$ cat config.mk
export PLATFORM = sky130hd
export DESIGN_NAME = spike_fanout_fetch
export DESIGN_NICKNAME = d
export VERILOG_FILES = /design/src/rtl/fanout_pkg.sv /design/src/rtl/fo_slot_sel.sv /design/src/rtl/fo_syn_decode.sv /design/src/rtl/fo_out_reg.sv /design/src/rtl/spike_fanout_fetch.sv
export SDC_FILE = /design/constraint.sdc
export NUM_CORES = 1
export LEC_CHECK = 0
export BUFFER_PORTS_ARGS = -buffer_cell sky130_fd_sc_hd__buf_2
export CAP_MARGIN = 20
export CELL_PAD_IN_SITES_DETAIL_PLACEMENT = 1
export CELL_PAD_IN_SITES_GLOBAL_PLACEMENT = 2
export CORE_MARGIN = 2
export CORE_UTILIZATION = 35
export CTS_BUF_LIST = sky130_fd_sc_hd__clkbuf_8
export CTS_CLUSTER_SIZE = 40
export DETAILED_ROUTE_END_ITERATION = 16
export PLACE_DENSITY_LB_ADDON = 0.05
export SYNTH_ARGS = -nofsm -noshare
export SYNTH_HDL_FRONTEND = slang
export SYNTH_SLANG_ARGS = --single-unit
$ cat constraint.sdc
create_clock -name clk -period 4.4 [get_ports clk]
set_input_delay 0.66 -clock clk [delete_from_list [all_inputs] [get_ports clk]]
set_output_delay 0.66 -clock clk [all_outputs]
set_load 0.01 [all_outputs]
$ cat src/rtl/fanout_pkg.sv
package fanout_pkg;

    localparam int ENTRY_W       = 32;
    localparam int SLOTS_PER_ROW = 8;
    localparam int ROW_W         = ENTRY_W * SLOTS_PER_ROW;
    localparam int SLOT_IDX_W    = $clog2(SLOTS_PER_ROW);

    localparam int LEN_W   = 9;
    localparam int START_W = ENTRY_W - LEN_W;
    localparam int OP_W    = 3;
    localparam int TGT_W   = 13;
    localparam int WGT_W   = ENTRY_W - OP_W - TGT_W;

    localparam logic [OP_W-1:0] OP_DELIVER = 3'b000;
    localparam logic [OP_W-1:0] OP_REPORT  = 3'b100;

    typedef struct packed {
        logic [LEN_W-1:0]   rows;
        logic [START_W-1:0] offset;
    } ptr_word_t;

    typedef struct packed {
        logic [OP_W-1:0]  op;
        logic [TGT_W-1:0] target;
        logic [WGT_W-1:0] weight;
    } syn_word_t;

    typedef enum logic [1:0] {
        CMD_SKIP,
        CMD_UPDATE,
        CMD_REPORT,
        CMD_ILLEGAL
    } syn_cmd_e;

    typedef enum logic [2:0] {
        ST_IDLE,
        ST_PTR_REQ,
        ST_PTR_WAIT,
        ST_ROW_REQ,
        ST_ROW_WAIT,
        ST_SCAN,
        ST_DRAIN
    } walk_state_e;

endpackage

$ cat src/rtl/fo_slot_sel.sv
module fo_slot_sel #(
    parameter int N     = 8,
    parameter int W     = 32,
    parameter int SEL_W = (N > 1) ? $clog2(N) : 1
) (
    input  logic [N*W-1:0] row,
    input  logic [SEL_W-1:0] sel,
    output logic [W-1:0]   entry
);

    logic [W-1:0] slots [N];

    for (genvar g = 0; g < N; g++) begin : g_slice
        assign slots[g] = row[g*W +: W];
    end

    assign entry = slots[sel];

endmodule

$ cat src/rtl/fo_syn_decode.sv
module fo_syn_decode
    import fanout_pkg::*;
(
    input  logic [ENTRY_W-1:0] word,
    output syn_cmd_e           cmd
);

    syn_word_t syn;
    assign syn = syn_word_t'(word);

    always_comb begin
        if (word == '0) begin
            cmd = CMD_SKIP;
        end else if (syn.op == OP_DELIVER) begin
            cmd = CMD_UPDATE;
        end else if (syn.op == OP_REPORT) begin
            cmd = CMD_REPORT;
        end else begin
            cmd = CMD_ILLEGAL;
        end
    end

endmodule

$ cat src/rtl/fo_out_reg.sv
module fo_out_reg #(
    parameter int W = 16
) (
    input  logic         clk,
    input  logic         rst_n,
    input  logic         load,
    input  logic [W-1:0] din,
    output logic         can_load,
    output logic         out_valid,
    output logic [W-1:0] out_data,
    input  logic         out_ready
);

    typedef struct packed {
        logic         valid;
        logic [W-1:0] data;
    } hold_t;

    hold_t q, d;

    assign can_load  = !q.valid || out_ready;
    assign out_valid = q.valid;
    assign out_data  = q.data;

    always_comb begin
        d = q;
        if (q.valid && out_ready) begin
            d.valid = 1'b0;
        end
        if (load) begin
            d.valid = 1'b1;
            d.data  = din;
        end
    end

    always_ff @(posedge clk) begin
        if (!rst_n) begin
            q <= '0;
        end else begin
            q <= d;
        end
    end


    stall_hold_chk: assert property (@(posedge clk) disable iff (!rst_n)
        (out_valid && !out_ready) |=> (out_valid && $stable(out_data)));

endmodule

$ cat src/rtl/spike_fanout_fetch.sv
module spike_fanout_fetch
    import fanout_pkg::*;
#(
    parameter int unsigned            ADDR_W      = 24,
    parameter int unsigned            SRC_W       = 14,
    parameter logic [ADDR_W-1:0]      AXON_BASE   = 24'h00_0000,
    parameter logic [ADDR_W-1:0]      NEURON_BASE = 24'h00_4000,
    parameter logic [ADDR_W-1:0]      SYN_BASE    = 24'h00_8000
) (
    input  logic                 clk,
    input  logic                 rst_n,
    input  logic                 src_valid,
    output logic                 src_ready,
    input  logic                 src_is_neuron,
    input  logic [SRC_W-1:0]     src_idx,
    output logic                 mem_req_valid,
    input  logic                 mem_req_ready,
    output logic [ADDR_W-1:0]    mem_req_addr,
    input  logic                 mem_rsp_valid,
    input  logic [255:0]         mem_rsp_data,
    output logic                 upd_valid,
    input  logic                 upd_ready,
    output logic [12:0]          upd_target,
    output logic [15:0]          upd_weight,
    output logic                 host_valid,
    input  logic                 host_ready,
    output logic [12:0]          host_neuron,
    output logic                 done,
    output logic                 bad_opcode
);

    localparam logic [SLOT_IDX_W-1:0] LAST_SLOT = SLOT_IDX_W'(SLOTS_PER_ROW - 1);
    localparam int                    UPD_W     = TGT_W + WGT_W;

    typedef struct packed {
        walk_state_e             state;
        logic [SLOT_IDX_W-1:0]   ptr_slot;
        logic [ADDR_W-1:0]       row_addr;
        logic [LEN_W-1:0]        rows_left;
        logic [ROW_W-1:0]        row_buf;
        logic [SLOT_IDX_W-1:0]   scan_slot;
        logic                    done;
        logic                    err;
    } walk_t;

    walk_t q, d;

    logic [ENTRY_W-1:0] ptr_raw;
    logic [ENTRY_W-1:0] syn_raw;
    ptr_word_t          ptr_w;
    syn_word_t          syn_w;
    syn_cmd_e           cur_cmd;
    logic               upd_load, host_load;
    logic               upd_can, host_can;
    logic               step;

    fo_slot_sel #(.N(SLOTS_PER_ROW), .W(ENTRY_W)) u_ptr_sel (
        .row   (mem_rsp_data),
        .sel   (q.ptr_slot),
        .entry (ptr_raw)
    );

    fo_slot_sel #(.N(SLOTS_PER_ROW), .W(ENTRY_W)) u_syn_sel (
        .row   (q.row_buf),
        .sel   (q.scan_slot),
        .entry (syn_raw)
    );

    assign ptr_w = ptr_word_t'(ptr_raw);
    assign syn_w = syn_word_t'(syn_raw);

    fo_syn_decode u_dec (
        .word (syn_raw),
        .cmd  (cur_cmd)
    );

    fo_out_reg #(.W(UPD_W)) u_upd_out (
        .clk       (clk),
        .rst_n     (rst_n),
        .load      (upd_load),
        .din       ({syn_w.target, syn_w.weight}),
        .can_load  (upd_can),
        .out_valid (upd_valid),
        .out_data  ({upd_target, upd_weight}),
        .out_ready (upd_ready)
    );

    fo_out_reg #(.W(TGT_W)) u_host_out (
        .clk       (clk),
        .rst_n     (rst_n),
        .load      (host_load),
        .din       (syn_w.target),
        .can_load  (host_can),
        .out_valid (host_valid),
        .out_data  (host_neuron),
        .out_ready (host_ready)
    );

    always_comb begin
        d         = q;
        d.done    = 1'b0;
        upd_load  = 1'b0;
        host_load = 1'b0;
        step      = 1'b0;

        case (q.state)
            ST_IDLE: begin
                if (src_valid) begin
                    d.row_addr = (src_is_neuron ? NEURON_BASE : AXON_BASE)
                               + ADDR_W'(src_idx >> SLOT_IDX_W);
                    d.ptr_slot = src_idx[SLOT_IDX_W-1:0];
                    d.state    = ST_PTR_REQ;
                end
            end

            ST_PTR_REQ: begin
                if (mem_req_ready) d.state = ST_PTR_WAIT;
            end

            ST_PTR_WAIT: begin
                if (mem_rsp_valid) begin
                    if (ptr_w.rows == '0) begin
                        d.done  = 1'b1;
                        d.state = ST_IDLE;
                    end else begin
                        d.row_addr  = SYN_BASE + ADDR_W'(ptr_w.offset);
                        d.rows_left = ptr_w.rows;
                        d.state     = ST_ROW_REQ;
                    end
                end
            end

            ST_ROW_REQ: begin
                if (mem_req_ready) d.state = ST_ROW_WAIT;
            end

            ST_ROW_WAIT: begin
                if (mem_rsp_valid) begin
                    d.row_buf   = mem_rsp_data;
                    d.scan_slot = '0;
                    d.state     = ST_SCAN;
                end
            end

            ST_SCAN: begin
                case (cur_cmd)
                    CMD_SKIP: step = 1'b1;
                    CMD_ILLEGAL: begin
                        step  = 1'b1;
                        d.err = 1'b1;
                    end
                    CMD_UPDATE: begin
                        if (upd_can) begin
                            upd_load = 1'b1;
                            step     = 1'b1;
                        end
                    end
                    CMD_REPORT: begin
                        if (host_can) begin
                            host_load = 1'b1;
                            step      = 1'b1;
                        end
                    end
                    default: step = 1'b1;
                endcase

                if (step) begin
                    if (q.scan_slot == LAST_SLOT) begin
                        d.rows_left = q.rows_left - 1'b1;
                        if (q.rows_left == LEN_W'(1)) begin
                            d.state = ST_DRAIN;
                        end else begin
                            d.row_addr = q.row_addr + 1'b1;
                            d.state    = ST_ROW_REQ;
                        end
                    end else begin
                        d.scan_slot = q.scan_slot + 1'b1;
                    end
                end
            end

            ST_DRAIN: begin
                if (!upd_valid && !host_valid) begin
                    d.done  = 1'b1;
                    d.state = ST_IDLE;
                end
            end

            default: d.state = ST_IDLE;
        endcase
    end

    always_ff @(posedge clk) begin
        if (!rst_n) begin
            q <= '0;
        end else begin
            q <= d;
        end
    end

    assign src_ready     = (q.state == ST_IDLE);
    assign mem_req_valid = (q.state == ST_PTR_REQ) || (q.state == ST_ROW_REQ);
    assign mem_req_addr  = q.row_addr;
    assign done          = q.done;
    assign bad_opcode    = q.err;


    req_hold_chk: assert property (@(posedge clk) disable iff (!rst_n)
        (mem_req_valid && !mem_req_ready) |=> (mem_req_valid && $stable(mem_req_addr)));


    done_pulse_chk: assert property (@(posedge clk) disable iff (!rst_n)
        done |=> !done);


    done_drained_chk: assert property (@(posedge clk) disable iff (!rst_n)
        done |-> (!upd_valid && !host_valid));


    idle_quiet_chk: assert property (@(posedge clk) disable iff (!rst_n)
        src_ready |-> (!upd_valid && !host_valid && !mem_req_valid));


    err_sticky_chk: assert property (@(posedge clk) disable iff (!rst_n)
        bad_opcode |=> bad_opcode);

endmodule

==> results of run 1 <==
what timing repair did:
action | in CTS | in global routing
setup buffers | 0 | 12
pin swaps | 0 | 1
endpoints found under the setup margin | 4 | 23
gates resized for setup | 1 | 16
cells in the mapped netlist, types with 3 or more instances:
cell type	instances	area (µm²)
nand4_1	9	56.3
a31oi_1	5	31.3
nor3_1	19	95.1
buf_1	13	48.8
nor2_1	33	124
clkbuf_1	119	447
xnor2_1	8	70.1
dfxtp_1	344	6890
o21ai_0	33	165
nand2b_1	8	50.1
nand3_1	16	80.1
buf_2	21	105
o211a_1	48	480
a21oi_1	34	170
mux2_2	4	45.0
a32o_1	4	40.0
or4_1	4	30.0
o211ai_1	9	67.6
nor2b_1	13	81.3
ha_1	9	113
nand3b_1	3	22.5
o32ai_1	5	43.8
a211oi_1	3	22.5
a21boi_0	267	2000
o22ai_1	9	56.3
a222oi_1	5	50.1
a221oi_1	3	26.3
mux4_2	127	2860
nor3b_1	8	60.1
nor4_1	12	75.1
inv_1	11	41.3
buf_6	4	45.0
buf_4	32	240
mux2i_1	46	460
nand2_1	647	2430
and3_1	11	68.8
and2_1	12	75.1
registers in the layout, summed over array words and instances, names as in the netlist:
signal / cells
done: 1
u_host_out.out_data: 13
u_upd_out.out_data: 29
q: 274
u_upd_out.out_valid: 1
mem_req_addr: 24
u_host_out.out_valid: 1
bad_opcode: 1
worst max-delay path by stage:
stage                     start          endpoint  slack [ns]
final                      q[2]            q[267]        0.25
after detailed placement   q[2]  mem_req_addr[20]       -0.01
after CTS                  q[2]  mem_req_addr[11]        0.07
after global routing       q[2]            q[267]        0.08
after floorplan            q[2]  mem_req_addr[15]        0.46
after global placement     q[2]  mem_req_addr[13]        0.06
worst reg2reg max path: stages, from the launching register on:
cell and delay (ns):
dfxtp_4 0.36, buf_12 0.14, buf_4 0.12, mux4_2 0.51
mux2i_2 0.28, nand4_1 0.17, nor4_2 0.30, buf_4 0.17
nand2_1 0.05, a21o_1 0.23, ha_1 0.30, a221o_1 0.30
a31o_2 0.28, and2_1 0.17, nor2b_1 0.13, buf_4 0.17
and3_1 0.18, a31o_1 0.17
final cells by class:
cell class,instances,area share [%]
clock inverters,31,0.613
diodes,2,0.0231
inverters,12,0.208
well taps,680,3.93
clock buffers,67,4.26
multi-input cells,1446,47.7
flip-flops and latches,344,31.9
repair buffers,416,11.3
per-stage QoR:
step / hold WS (ns) / setup WS (ns) / power, mW
floorplan: 0.440 / 0.464 / 4.04
global placement: 0.451 / 0.0562 / 4.59
detailed placement: 0.458 / -0.0131 / 4.60
CTS: 0.205 / 0.0687 / 7.35
global route: 0.241 / 0.0841 / 7.58
finish: 0.250 / 0.255 / 7.30
layout by cell type, fill, tap and decap left out, types with 5 or more instances in the layout:
cell	count
nand2_1	645
buf_2	348
dfxtp_1	339
a21boi_0	267
mux4_2	127
clkbuf_8	68
buf_4	49
o211a_1	48
mux2i_1	36
inv_1	34
nor2_1	33
a21oi_1	33
o21ai_0	33
nor3_1	19
nand3_1	16
buf_12	15
nor2b_1	13
and2_1	11
nor4_1	10
and3_1	10
mux2i_2	9
nand4_1	9
o22ai_1	9
o211ai_1	9
ha_1	9
nand2b_1	8
nor3b_1	8
xnor2_1	8
clkinv_2	6
a222oi_1	5
o32ai_1	5
a31oi_1	5
kinds of logic after synthesis:
group	count (synthesis)
and+or+nand+nor	806
muxes	178
AOI/OAI and AO/OA	443
adders and majority gates	9
DFF	344
xor gates and xnor gates	10
buffers and inverters	201
metal layers:
layer	part of all wire (%)	GRT usage [%]
met2	53	53.4
met1	39	32.5
met5	0.037	0
met4	4.4	12.4
met3	4.1	3.91
where the power goes:
part / internal [mW] / switching, mW
registers: 3.18 / 0.106
logic: 0.525 / 0.753
clock network: 1.37 / 1.37
==> metrics, run 1 <==
cell area after layout=21600 µm²; first-pass GRT wire length=roughly 110000 µm; largest net degree at the start of global routing=~120; Top delay family on crit path=compound AO/OA/AOI/OAI gates; path depth of the worst reg2reg path=17; Post-Syn Area=approximately 18000 µm²; Worst Hold End=q[294]; outcome=completed; min-delay src=src_idx[0]; routed wire length=roughly 78000 µm; Max Cap Violations=0; critical path depth=17; Slew HR=22.2%; root buf cell=clkbuf_8; Post-Synth Adder-Cell Area=less than 1%; CTS Buffer Depth=3; CTS H-tree lvls=2; floorplan row count=83; Multi-input gate area=between 10000 and 15000 µm²; final setup violating endpoints=0; kind of critical path=register to register; crit path cell chain=buf_12 > buf_4 > mux4_2 > mux2i_2 > nand4_1 > nor4_2 > buf_4 > nand2_1 > a21o_1 > ha_1 > a221o_1 > a31o_2 > and2_1 > nor2b_1 > buf_4 > and3_1 > a31o_1; cts bufs inserted=60; asr flop ratio synth=0%; Port Buf Inserts=349; CP peak stage delay=about 0.5 ns; placed cells=~2900; share of cells above drive strength 1=28.2%; Post-synth EDFFs=0; Reg area=~6900 µm²; XOR/XNOR Fraction of Synth Area=less than 1%; Placeable Area=slightly above 50000 µm²; Routed Antenna Nets=0; Layout Utilization=42.3%; clock skew=about 0.016 ns; critical path arrival=4.70 ns; global placement routability congestion=about 0.9; Least-Margin Pin Slew=between 1 and 1.5 ns; die footprint=between 50000 and 60000 µm²; crit path max-delay cell type=mux4_2; grt ovf=0; compound-gate portion of the synthesized area=approximately 18%; min-delay worst type=input pin to register; initial core utilization=around a third; antenna violations before repair=5; flop2flop setup slack=about 0.25 ns; Synth Area in Simple Gates=about 18%; leakage power=roughly 8.4 nW; TNS Setup=0 ns; crit path time final=slightly above 4 ns; vias in the first global route=about 17000; io pins=350; post-synthesis average cell area=about 9 µm²; Final Hold Vio Count=0; CTS hold repair buffers=0; Slew Limit Fails=0; initial DRC count=roughly 1100; reg2reg end=q[267]; largest family of logic cells by synthesized area=multiplexers; Yosys warning count=0; Buf+Inv Stages, Crit Path=4; fin nets=2567; CP endpoint kind=register; GRT Overall Usage=28.7%; routed len/inst=between 20 and 30 µm; area delta synth->final=19.8%; Main synth FF type=dfxtp_1; CP Launch Type=register; clk slew on worst S/H paths=around 0.060 ns; Power per Cell Area=337 nW/µm²; Area after DPL=approximately 20000 µm²; clock tree from TritonCTS=done; mux share of post-synthesis cell area=around a fifth; Via-to-Cell Ratio=5.47; syn_nets=approximately 2300; Crit Path Max Fanout=11; #FFs+latches synth=approximately 340; Clock Latency Late Sink=0.67 ns; Final Cycle Share=~94%; Die Height=about 230 µm; Peak VDD IR=199 µV; Post-Syn Instances=approximately 2000; 1st-pass router iterations=5; post-route insts no fill=~3000; Fmax=about 240 MHz; post-synth cell types=just over 60; clock tree sinks=344; FF-to-FF Start=q[2]; Hold Path Cell Cnt=3; routed via count=16400; Seq/Total Area, Yosys=a little under two fifths; unrepaired setup endpoints after global routing=false; CP most frequent cell=buf_4; DRC viols=0; DIE WIDTH=231 µm; critical path data required time=4.96 ns; hpwl dp=~60000 µm; # fillers=approximately 6000
Power figures use the tool's default switching activity.
==> inputs of run 2 (changes only) <==
==> constraint.sdc (replaced) <==
create_clock -name clk -period 4.2 [get_ports clk]
set_input_delay 0.63 -clock clk [delete_from_list [all_inputs] [get_ports clk]]
set_output_delay 0.63 -clock clk [all_outputs]
set_load 0.01 [all_outputs]
==> run 2 against run 1 <==
Compared with the run above:
- critical path depth unchanged
- wire length up 1.8%
- fmax up 0.82%
- clock skew up 0.016 ns
- register-to-register slack worse by 0.17 ns
- cell count up 1.4%
- worst hold slack better by 0.0038 ns
- die area unchanged
==> metrics, run 2 (synthesis gave the netlist of run 1 again) <==
Buf+Inv Stages, Crit Path=3 (-1); io pins=350 (unchanged); CP endpoint kind=register; clk slew on worst S/H paths=0.06 ns (about the same); final setup violating endpoints=0 (unchanged); Placeable Area=51200 µm² (unchanged); area delta synth->final=23.4%; crit path cell chain=buf_12 > buf_12 > buf_6 > mux4_2 > mux2i_4 > nand4_1 > nor4_2 > nand2_1 > a21o_1 > ha_1 > a221o_1 > a31o_4 > a21oi_4 > a31o_4 > nor2_4 > and2_4 > a32o_1; critical path arrival=4.61 ns (-0.09 ns); vias in the first global route=17400 (+3.5%); Least-Margin Pin Slew=1.14 ns (-0.0198 ns); critical path data required time=4.69 ns (-0.27 ns); clock tree sinks=344 (unchanged); Routed Antenna Nets=0 (unchanged); Area after DPL=20500 µm² (+0.27%); initial DRC count=1057 (-3.4%); unrepaired setup endpoints after global routing=true; global placement routability congestion=0.925 (+2.7%); most frequent cells in the layout=nand2_1 (645), buf_2 (348), dfxtp_1 (339); commonest non-fill, non-tap cell in the layout=nand2_1; clock tree from TritonCTS=done; crit path time final=4.11 ns (-0.0339 ns); routed via count=16700 (+1.6%); Port Buf Inserts=349 (unchanged); Final Power=8.13 mW (+11%); met3 Resource Use GR=4.34% (+0.43 points); Top delay family on crit path=compound AO/OA/AOI/OAI gates; Layout Utilization=43.5% (+1.3 points); Die Height=231 µm (unchanged); CTS Buffer Depth=3 (unchanged); root buf cell=clkbuf_8; Slew Limit Fails=0 (unchanged); register name with the most flops=q; max FFs per register=274 (unchanged); Clock Latency Late Sink=0.63 ns (-0.04 ns); TNS Setup=0 ns (unchanged); CTS H-tree lvls=3 (+1); Via-to-Cell Ratio=5.48 (+0.12%); min-delay worst type=input pin to register; 1st-pass router iterations=5 (unchanged); Crit Path Max Fanout=7 (-4); CP Launch Type=register; share of cells above drive strength 1=29.9% (+1.7 points); Max Cap Violations=0 (unchanged); die footprint=53500 µm² (unchanged); placed cells=2900 (+0.49%); first-pass GRT wire length=115000 µm (+2.5%); antenna violations before repair=7 (+2); GRT Overall Usage=29.3% (+0.62 points); floorplan row count=83 (unchanged); fin nets=2599 (+1.2%); grt ovf=0 (unchanged); cell area after layout=22300 µm² (+3.0%); crit path max-delay cell type=mux4_2; Fmax=243 MHz (+0.82%); DIE WIDTH=231 µm (unchanged); hpwl dp=60300 µm (+0.65%); initial core utilization=35.3% (unchanged); DRC viols=0 (unchanged); pre-CTS WS=-0.158 ns (-0.145 ns); CP peak stage delay=0.55 ns (+0.05 ns); GR peak layer=met2; routed len/inst=26.1 µm (+0.38%); cts bufs inserted=66 (+10%); Power per Cell Area=365 nW/µm² (+8.1%); Peak VDD IR=175 µV (-12%); Slew HR=23.5% (+1.3 points); GR Util met1=34.4% (+1.9 points); grt met2 use=52.7% (-0.71 points); Final Cycle Share=97.9% (+3.7 points); post-route insts no fill=3041 (+1.4%); largest net degree at the start of global routing=145 (+17%); Hold Slack=0.253 ns (+0.00381 ns); clock skew=0.0320 ns (+0.0161 ns); routed wire length=79400 µm (+1.8%); outcome=completed; leakage power=8.73 nW (+3.4%); Final Hold Vio Count=0 (unchanged); kind of critical path=register to register; post-layout worst setup margin=0.0887 ns (-0.166 ns)
## run 2: report_power, final
group / total [mW] / leakage [nW] / switching [mW] / internal (mW)
logic: 1.36 / 5.21 / 0.793 / 0.570
clock network: 3.32 / 0.750 / 1.51 / 1.81
registers: 3.45 / 2.78 / 0.122 / 3.33
total: 8.13 / 8.73 / 2.43 / 5.70
## run 2: path summary, 6_finish.rpt
path | from | endpoint | slack (ns) | cells past startpoint
hold / removal | mem_rsp_data[77] | q[82] | 0.25 | 3
setup / recovery | q[2] | mem_req_addr[15] | 0.09 | 17
setup reg to reg | q[2] | mem_req_addr[15] | 0.09 | 17
hold reg to reg | q[246] | q[246] | 0.46 | 2
## run 2: what timing repair did
| action | 4_1_cts | 5_1_grt |
|---|---|---|
| setup buffers | 3 | 19 |
| endpoints found under the setup margin | 26 | 36 |
| hold buffers | 0 | 0 |
| gates resized for setup | 13 | 48 |
| pin swaps | 0 | 10 |
| gates cloned | 1 | 1 |
## run 2: metal layers
| metal | share of wire, % | wire (µm) |
|---|---|---|
| met4 | 4.9 | 3880 |
| met5 | 0 | 0 |
| met2 | 52 | 41000 |
| met1 | 39 | 31200 |
| met3 | 4.2 | 3320 |
## run 2: area by class of cell
cell class / instances / area (µm²)
Multi-Input combinational cell: 1446 / 10500
Antenna cell: 2 / 5.00
Tap cell: 680 / 851
Fill cell: 6008 / 28900
Sequential cell: 344 / 6900
Clock buffer: 85 / 1170
Timing Repair Buffer: 442 / 2710
Clock inverter: 30 / 129
Inverter: 12 / 45.0
## run 2: worst reg2reg max path, delay by kind of cell (launching register included)
kind                     cells  cell delay, ns
AO/OA/AOI/OAI                6            1.26
buffers and inverters        3            0.38
adder cells (fa/ha/maj)      1            0.29
flip-flops                   1            0.37
multiplexers                 2            0.79
AND/OR/NAND/NOR              5            0.89
==> inputs of run 3 (changes only) <==
--- a/config.mk
+++ b/config.mk
@@ -9,7 +9,6 @@
 export CAP_MARGIN = 20
 export CELL_PAD_IN_SITES_DETAIL_PLACEMENT = 1
 export CELL_PAD_IN_SITES_GLOBAL_PLACEMENT = 2
-export CORE_MARGIN = 2
 export CORE_UTILIZATION = 35
 export CTS_BUF_LIST = sky130_fd_sc_hd__clkbuf_8
 export CTS_CLUSTER_SIZE = 40
==> constraint.sdc (replaced) <==
create_clock -name clk -period 4.15 [get_ports clk]
set_input_delay 0.6225 -clock clk [delete_from_list [all_inputs] [get_ports clk]]
set_output_delay 0.6225 -clock clk [all_outputs]
set_load 0.01 [all_outputs]
==> run 3 against run 2 <==
Compared with the run above:
- wire length down 3.3%
- flip-flop and latch count is the same
- non-clock buffer count decreased by 7
- sequential share of layout area rose by 0.078 points
- sequential power up 1%
- clock power about the same
- critical path depth is 1 higher
- die area is 1.7% lower
- fmax increased by 2.9%
==> metrics, run 3 (synthesis gave the netlist of run 1 again) <==
unrepaired setup endpoints after global routing=true; area delta synth->final=23.1%; clk slew on worst S/H paths=0.06 ns (about the same); critical path data required time=4.70 ns (about the same); largest net degree at the start of global routing=141 (-2.8%); most frequent cells in the layout=nand2_1 (644), buf_2 (350), dfxtp_1 (339); FF-to-FF Start=q[2]; Routed Antenna Nets=0 (unchanged); TNS Setup=0 ns (unchanged); io pins=350 (unchanged); Port Buf Inserts=349 (unchanged); CTS Buffer Depth=3 (unchanged); floorplan row count=82 (-1.2%); max FFs per register=274 (unchanged); commonest non-fill, non-tap cell in the layout=nand2_1; switching share of total power=29.8% (-0.095 points); cts bufs inserted=67 (+1.5%); routed wire length=76700 µm (-3.3%); register name with the most flops=q; switching power total=2.44 mW (+0.41%); die footprint=52500 µm² (-1.7%); CTS hold repair buffers=0 (unchanged); sequential fraction of design power=42.6% (+0.2 points); Max Cap Violations=0 (unchanged); Power per Cell Area=368 nW/µm² (+0.98%); path depth of the worst reg2reg path=18 (+1); outcome=completed; clock tree from TritonCTS=done; Slew Limit Fails=0 (unchanged); min-delay worst type=input pin to register; initial core utilization=35.7% (+0.43 points); clock skew=0.0278 ns (-0.00414 ns); hpwl dp=58900 µm (-2.3%); Via-to-Cell Ratio=5.49 (+0.24%); CP Launch Type=register; clock power share=40.3% (-0.5 points); clock tree sinks=344 (unchanged); Area after DPL=20500 µm² (+0.33%); Fmax=250 MHz (+2.9%); kind of critical path=register to register; routed len/inst=25.4 µm (-2.6%); crit path time final=4.00 ns (-0.115 ns); critical path arrival=4.55 ns (-0.06 ns); Logic pwr share=17.1% (+0.3 points); Clock Latency Late Sink=0.63 ns (about the same); Least-Margin Pin Slew=0.966 ns (-0.170 ns); 1st-pass router iterations=8 (+3); fin nets=2593 (-0.23%); routed via count=16600 (-0.48%); grt ovf=0 (unchanged); flop2flop setup slack=0.15 ns (+0.06 ns); cell area after layout=22200 µm² (-0.25%); GRT Overall Usage=28.7% (-0.54 points); first-pass GRT wire length=111000 µm (-2.9%); final setup violating endpoints=0 (unchanged); leakage power=8.69 nW (-0.51%); Slew HR=35.2% (+12 points); internal power=5.75 mW (+0.87%); CP endpoint kind=register; Placeable Area=50600 µm² (-1.2%); Die Height=229 µm (-0.87%); CP Launch Point=q[2]; root buf cell=clkbuf_8; Worst Setup EP=mem_req_addr[21]; vias in the first global route=17200 (-1.4%); antenna violations before repair=1 (-6); Final Hold Vio Count=0 (unchanged); reg2reg end=mem_req_addr[21]; Peak VDD IR=139 µV (-20%); Final Cycle Share=96.3% (-1.6 points); Crit Path Max Fanout=7 (unchanged); share of cells above drive strength 1=30.1% (+0.21 points); CTS H-tree lvls=3 (unchanged); global placement routability congestion=0.892 (-3.6%); initial DRC count=1186 (+12%); DRC viols=0 (unchanged); DIE WIDTH=229 µm (-0.87%)
## run 3: cell type report
type                       instances  area [µm²]
antenna                            1        2.50
timing repair buffer             435        2670
inverter                          12        47.5
tap                              672         841
clock buffer                      84        1160
clock inverter                    25         104
fill                            5895       28300
sequential                       344        6900
multi-input combinational       1446       10500
## run 3: per-stage QoR
stage                     instances  util [%]  total power, mW  setup WS (ns)  hold slack (ns)
after detailed placement       2896      40.6             4.91         -0.286            0.457
final                          3019      44.0             8.19          0.153            0.241
after global placement         2895      40.6             4.88        -0.0500            0.449
after global routing           3018      43.9             8.52        -0.0399            0.234
after floorplan                1991         -             4.28          0.214            0.440
after CTS                      3011      43.4             8.23        0.00194            0.199
## run 3: worst max-delay path, stage by stage, from the launching register on
cell and delay (ns):
dfxtp_4 0.48, buf_12 0.16, mux4_2 0.55, mux2i_4 0.21, nand4_1 0.24, nor4_2 0.33
nand2_1 0.11, a21o_1 0.24, buf_6 0.15, inv_4 0.04, ha_4 0.11, a221o_1 0.18
a31o_4 0.19, a21oi_4 0.06, a31o_4 0.24, nor2_4 0.20, nand2_2 0.10, buf_6 0.19
o21ai_2 0.11
## run 3: worst min-delay path by stage
stage                 startpoint     end  slack [ns]  depth (start not counted)
4_1_cts        mem_rsp_data[163]  q[168]        0.20                          3
2_1_floorplan             q[100]  q[100]        0.44                          2
3_3_place_gp              q[135]  q[135]        0.45                          2
6_report              src_idx[0]  q[294]        0.24                          3
5_1_grt        mem_rsp_data[232]  q[237]        0.23                          3
3_5_place_dp              q[233]  q[233]        0.46                          2
## run 3: power by group through the flow
| stage | Combinational [mW] | Sequential [mW] | Clock, mW |
|---|---|---|---|
| after floorplan | 0.804 | 3.48 | 0 |
| after global placement | 1.33 | 3.56 | 0 |
| after detailed placement | 1.35 | 3.56 | 0 |
| after CTS | 1.36 | 3.49 | 3.38 |
| after global routing | 1.48 | 3.50 | 3.54 |
| final | 1.40 | 3.49 | 3.30 |
## run 3: per-layer routing
layer	wire (µm)	global-route usage [%]
met5	0	0
met4	3350	13.1
met3	3210	3.49
met2	39500	52.0
met1	30700	33.7
## run 3: timing repair
item	in CTS	in global routing
gates resized for setup	16	51
endpoints found under the setup margin	34	35
buffers inserted	6	4
gates cloned	0	3
pin swaps	2	17
